$ cat config.mk
export PLATFORM = sky130hd
export DESIGN_NAME = lp_wake_seq
export DESIGN_NICKNAME = d
export VERILOG_FILES = /design/src/rtl/lp_wake_pkg.sv /design/src/rtl/lp_wake_detect.sv /design/src/rtl/lp_osc_class.sv /design/src/rtl/lp_por_timer.sv /design/src/rtl/lp_wake_seq.sv
export SDC_FILE = /design/constraint.sdc
export NUM_CORES = 1
export LEC_CHECK = 0
export ABC_AREA = 1
export BUFFER_PORTS_ARGS = -buffer_cell sky130_fd_sc_hd__clkbuf_2
export CORE_UTILIZATION = 50
export DETAILED_ROUTE_END_ITERATION = 8
export HOLD_SLACK_MARGIN = 0.06
export MAX_ROUTING_LAYER = met4
export PLACE_DENSITY = 0.87
export SETUP_SLACK_MARGIN = 0.05
export SYNTH_ARGS = -nofsm -noshare
export SYNTH_HDL_FRONTEND = slang
export SYNTH_SLANG_ARGS = --single-unit
$ cat constraint.sdc
create_clock -name clk -period 2.35 [get_ports clk]
set_clock_uncertainty 0.1 [all_clocks]
set_input_delay 0.3525 -clock clk [delete_from_list [all_inputs] [get_ports clk]]
set_output_delay 0.3525 -clock clk [all_outputs]
set_load 0.005 [all_outputs]
$ cat src/rtl/lp_wake_pkg.sv
package lp_wake_pkg;
  typedef enum logic [2:0] {
    ST_RUN     = 3'd0,
    ST_IDLE    = 3'd1,
    ST_SLEEP   = 3'd2,
    ST_WAIT    = 3'd3,
    ST_RELEASE = 3'd4
  } seq_state_t;

  typedef enum logic [1:0] {
    PATH_SHORT = 2'd0,
    PATH_OST   = 2'd1,
    PATH_PLL   = 2'd2
  } hold_path_t;

  localparam int OSC_W = 3;
  localparam logic [OSC_W-1:0] OSC_LPXT = 3'd5;
  localparam logic [OSC_W-1:0] OSC_PLL  = 3'd6;
endpackage

$ cat src/rtl/lp_wake_detect.sv
module lp_wake_detect #(
  parameter int N_IRQ = 4,
  parameter int PRI_W = 3,
  parameter int N_RST = 3
) (
  input  logic [N_IRQ-1:0]       irq_req,
  input  logic [N_IRQ-1:0]       irq_en,
  input  logic [N_IRQ*PRI_W-1:0] irq_pri,
  input  logic [PRI_W-1:0]       cpu_ipl,
  input  logic                   wdt_to,
  input  logic [N_RST-1:0]       rst_src,
  output logic                   irq_wake,
  output logic                   rst_hit
);
  logic [N_IRQ-1:0] line_hit;

  for (genvar i = 0; i < N_IRQ; i++) begin : g_line
    assign line_hit[i] = irq_req[i] & irq_en[i] &
                         (irq_pri[i*PRI_W +: PRI_W] > cpu_ipl);
  end

  assign irq_wake = (|line_hit) | wdt_to;
  assign rst_hit  = |rst_src;
endmodule

$ cat src/rtl/lp_osc_class.sv
module lp_osc_class
  import lp_wake_pkg::*;
(
  input  logic [OSC_W-1:0] osc,
  input  logic             lp_kept,
  output hold_path_t       path
);
  always_comb begin
    if (osc == OSC_PLL)              path = PATH_PLL;
    else if (osc == OSC_LPXT)        path = lp_kept ? PATH_SHORT : PATH_OST;
    else if (osc[OSC_W-1])           path = PATH_OST;
    else                             path = PATH_SHORT;
  end
endmodule

$ cat src/rtl/lp_por_timer.sv
module lp_por_timer #(
  parameter int POR_CYC = 400
) (
  input  logic clk,
  input  logic rst,
  input  logic load,
  output logic done
);
  localparam int CW = (POR_CYC < 2) ? 1 : $clog2(POR_CYC);
  localparam logic [CW-1:0] LOAD_VAL = CW'(POR_CYC - 1);

  logic [CW-1:0] cnt_q;

  always_ff @(posedge clk) begin
    if (rst)              cnt_q <= '0;
    else if (load)        cnt_q <= LOAD_VAL;
    else if (cnt_q != '0) cnt_q <= cnt_q - 1'b1;
  end

  assign done = (cnt_q == '0);
endmodule

$ cat src/rtl/lp_wake_seq.sv
module lp_wake_seq
  import lp_wake_pkg::*;
#(
  parameter int N_IRQ   = 4,
  parameter int PRI_W   = 3,
  parameter int N_RST   = 3,
  parameter int POR_CYC = 400
) (
  input  logic                   clk,
  input  logic                   rst,
  input  logic                   save_cmd,
  input  logic                   save_mode,
  input  logic [N_IRQ-1:0]       irq_req,
  input  logic [N_IRQ-1:0]       irq_en,
  input  logic [N_IRQ*PRI_W-1:0] irq_pri,
  input  logic [PRI_W-1:0]       cpu_ipl,
  input  logic [N_RST-1:0]       rst_src,
  input  logic                   wdt_to,
  input  logic                   pll_lock,
  input  logic                   ost_done,
  input  logic                   clk_sw_en,
  input  logic [2:0]             cur_osc,
  input  logic [2:0]             cfg_osc,
  input  logic                   lp_kept,
  output logic                   cpu_clk_en,
  output logic                   per_clk_en,
  output logic                   sys_clk_en,
  output logic                   run_en,
  output logic [2:0]             wake_osc
);
  seq_state_t       state_q, state_d;
  hold_path_t       path_q, path_d;
  logic [OSC_W-1:0] osc_d;
  logic             kept_d, tmr_load, tmr_done, irq_wake, rst_hit, stable_ok;

  lp_wake_detect #(.N_IRQ(N_IRQ), .PRI_W(PRI_W), .N_RST(N_RST)) u_det (
    .irq_req(irq_req), .irq_en(irq_en), .irq_pri(irq_pri), .cpu_ipl(cpu_ipl),
    .wdt_to(wdt_to), .rst_src(rst_src), .irq_wake(irq_wake), .rst_hit(rst_hit)
  );

  lp_osc_class u_cls (.osc(osc_d), .lp_kept(kept_d), .path(path_d));

  lp_por_timer #(.POR_CYC(POR_CYC)) u_tmr (
    .clk(clk), .rst(rst), .load(tmr_load), .done(tmr_done)
  );

  always_comb begin
    unique case (path_q)
      PATH_OST: stable_ok = ost_done;
      PATH_PLL: stable_ok = pll_lock;
      default:  stable_ok = 1'b1;
    endcase
  end

  always_comb begin
    state_d  = state_q;
    osc_d    = wake_osc;
    kept_d   = 1'b0;
    tmr_load = 1'b0;
    if (rst_hit) begin
      state_d  = ST_WAIT;
      osc_d    = cfg_osc;
      tmr_load = 1'b1;
    end else begin
      unique case (state_q)
        ST_RUN:     if (save_cmd) state_d = save_mode ? ST_SLEEP : ST_IDLE;
        ST_IDLE:    if (irq_wake) state_d = ST_RELEASE;
        ST_SLEEP: begin
          if (irq_wake) begin
            state_d  = ST_WAIT;
            osc_d    = clk_sw_en ? cur_osc : cfg_osc;
            kept_d   = lp_kept;
            tmr_load = 1'b1;
          end
        end
        ST_WAIT:    if (tmr_done && stable_ok) state_d = ST_RELEASE;
        ST_RELEASE: state_d = ST_RUN;
        default:    state_d = ST_RUN;
      endcase
    end
  end

  always_ff @(posedge clk) begin
    if (rst) begin
      state_q    <= ST_RUN;
      path_q     <= PATH_SHORT;
      wake_osc   <= cfg_osc;
      cpu_clk_en <= 1'b1;
      per_clk_en <= 1'b1;
      sys_clk_en <= 1'b1;
      run_en     <= 1'b1;
    end else begin
      state_q    <= state_d;
      wake_osc   <= osc_d;
      if (tmr_load) path_q <= path_d;
      cpu_clk_en <= (state_d == ST_RUN) || (state_d == ST_RELEASE);
      per_clk_en <= (state_d == ST_RUN) || (state_d == ST_RELEASE) || (state_d == ST_IDLE);
      sys_clk_en <= (state_d == ST_RUN) || (state_d == ST_RELEASE) || (state_d == ST_IDLE);
      run_en     <= (state_d == ST_RUN);
    end
  end
endmodule

==> results_dict.tcl <==
set metrics [dict create \
    status "complete, but fails checks" \
    failed_checks "design-rule violations" \
    critPathSlowestCell "dfxtp_1" \
    end_kind "register" \
    maxCapViolations 0 \
    timing.critical_path.buf_inv 2 \
    critical_path_arrival_ps 2060 \
    clock_sinks 20 \
    startpoint "u_tmr.cnt_q[0]$_SDFFE_PP0P_" \
    route.detailed.wl_per_inst_um 10.4 \
    synth-seq-cells 20 \
    dp_hpwl_mm 2.68 \
    slew-limit-headroom_pct 70.8 \
    area.growth.synth_to_final_pct 18.6 \
    drive_gt1_share_pct 27.5 \
    hold_class "primary input to register" \
    cts-root-to-sink-buffers 2 \
    port_buffers 47 \
    die_h_um 57.1 \
    drv_slew 0 \
    final-seq-area_um2 400 \
    setup_violations 0 \
    net_count_after_synthesis 282 \
    worst_hold_startpoint "cfg_osc[0]" \
    placeableCoreArea_um2 2810 \
    drt_first_pass_iters 6 \
    setup.worst_path.class "register to register" \
    worst_path_dominant_cell_family "simple AND/OR/NAND/NOR gates" \
    detail-route-antenna-nets 0 \
    cellPowerDensity_nw_per_um2 431 \
    holdBufCountCts 0 \
    cts_root_buffer "clkbuf_4" \
    synth_area_per_cell_um2 6.73 \
    synthesis.area_um2 1520 \
    num_antenna_cells 0 \
    yosys-top-cells-area "dfxtp_1, ha_1, nand2_1, inv_1, nor2_1" \
    fp-row-count 19 \
    critPathMaxStageDelay_ps 390 \
    synth_seq_area_share_pct 26.4 \
    irDropWorstVdd_uv 370 \
    cp_max_fo 8 \
    route.final.wire_length_mm 3.16 \
    post_route_core_utilization_pct 64.1 \
    first_global_vias 1344 \
    final_hold_viol_count 0 \
    routabilityCongestion 0.838 \
    cts_setup_buffers 0 \
    yosysTopAreaCell "dfxtp_1" \
    start_util_pct 54.0 \
    asyncSetResetFlopFracSynth_pct 0 \
    clock_tree.htree_level_count 1 \
    nFillCells 267 \
    grt_pass1_wl_mm 5.58 \
    detail_route.drc_violations 11 \
    synth.lib_cells_used.distinct 28 \
    detailedRoute.firstIterationViolations 54 \
    global_route.usage.total_pct 22.3 \
    initial_antenna_violation_count 0 \
    rrSetupSlack_ps 400 \
    post_drt_via_cell_ratio 4.86 \
    worst_setup_hold_path_clk_slew_ps 110 \
    die_x_um 57.1 \
    setup.worst_path.start_class "register" \
    worstSkewPairLatency_ps 300 \
    grt_setup_unrepaired "no" \
    yosys_most_used_dff "dfxtp_1" \
    timing.critical_path.required_ps 2460 \
    cts_tree "yes" \
    cellLeakagePower_nw 1.00 \
    cts_repair_resize_count 0 \
    globalRoute.totalOverflow 0 \
    routed-via-count 1478 \
    yosys-top-cells-count "nand2_1, inv_1, nor2_1" \
    maximum_number_of_pins_on_one_net_before_global_route_repair 13 \
    yosys.area.top_type_share_pct 26.4 \
    synth_most_common_cell "nand2_1" \
    multiInputGateArea_um2 950 \
    synth_warnings 0 \
    crit_reg_reg_startpoint "u_tmr.cnt_q[0]$_SDFFE_PP0P_" \
    synthesis.instances 225 \
    clock.fmax_mhz 512 \
    floorplan.die_area_um2 3250 \
    synth-edff-count 0 \
    post_route_clock_period_utilization_pct 83.1 \
    crit_chain "inv_1 > ha_1 > nand3b_2 > nor2_4 > nor2_4 > nand2_2 > or2_4 > nor2_2 > nand2_1 > xnor2_1 > o21ai_1 > inv_1" \
    fin_tns_setup_ps 0 \
    io-pin-count 48 \
    design.final.nets 332 \
    finalWorstPathRequiredPeriod_ps 1950 \
    pin_slew_with_the_least_headroom_to_its_limit_ps 436 \
    cts_inserted_buffers 3 \
]
-- placed cells by master (no fill, tap or decap), types with 2 or more instances in the layout --
cell type  count
nor2_2         5
inv_1         34
o21ai_0        5
nand3_1       17
xnor2_1        4
nand2_4        3
nor3_1         2
clkbuf_4       3
a21oi_1        7
nor2_4         3
o21ai_1        8
nand2_2        3
o21bai_1       2
nand4_1        2
nor2_1        26
ha_1          16
inv_2          6
dfxtp_1       20
clkbuf_2      47
nand2_1       51
-- report_power, final --
| group | internal [mW] | switching, mW | total, mW |
|---|---|---|---|
| clock network | 0.0597 | 0.0994 | 0.159 |
| logic | 0.104 | 0.135 | 0.238 |
| registers | 0.362 | 0.0146 | 0.377 |
| total | 0.525 | 0.249 | 0.774 |
-- metal layers --
layer / track usage [%] / part of all wire, % / up-vias
met5: - / 0 / -
met3: 4.54 / 7.0 / 4
met4: 5.92 / 1.2 / 0
met1: 27.0 / 46 / 606
met2: 37.8 / 46 / 58
li1: - / - / 810
-- sequential cells by signal (all words and copies together) (netlist names) --
| signal | flops |
|---|---|
| wake_osc | 3 |
| sys_clk_en | 1 |
| run_en | 1 |
| u_tmr.cnt_q | 9 |
| path_q | 2 |
| state_q | 3 |
| cpu_clk_en | 1 |
-- worst min-delay path: cells and delay by family --
kind / cells / cell delay, ps
AOI/OAI and AO/OA: 1 / 50
buffers and inverters: 1 / 100
and+or+nand+nor: 1 / 50
-- per-stage QoR --
step,setup slack (ps),power (mW),instances,area [um^2],hold WS [ps]
2_1_floorplan,491,0.543,225,1520,344
3_3_place_gp,258,0.616,301,1770,401
3_5_place_dp,187,0.623,301,1770,397
4_1_cts,397,0.779,304,1800,183
5_1_grt,267,0.828,304,1800,182
6_report,398,0.774,304,1800,192
-- cells by family (layout without fill, tap and decap cells) --
| logic type | after synthesis | count (layout) | share of synthesized area [%] |
|---|---|---|---|
| flip-flops | 20 | 20 | 26.4 |
| buffers and inverters | 42 | 90 | 10.9 |
| adder cells (fa/ha/maj) | 16 | 16 | 13.2 |
| XOR/XNOR | 4 | 4 | 2.31 |
| AND/OR/NAND/NOR | 118 | 118 | 37.9 |
| AO/OA/AOI/OAI | 25 | 25 | 9.25 |
-- path summary, 6_finish.rpt --
kind	to	depth (start not counted)
max	u_tmr.cnt_q[7]$_SDFFE_PP0P_	12
min	wake_osc[0]$_DFF_P_	3
max reg2reg	u_tmr.cnt_q[7]$_SDFFE_PP0P_	12
min reg2reg	state_q[2]$_SDFF_PP0_	1
-- layout make-up --
cell class | instances | share of cell area [%]
Inverter | 40 | 8.36
Multi-Input combinational cell | 163 | 52.9
Sequential cell | 20 | 22.3
Clock buffer | 3 | 1.25
Tap cell | 31 | 2.16
Timing Repair Buffer | 47 | 13.1
Note: power is estimated with default switching activity, not from simulation.
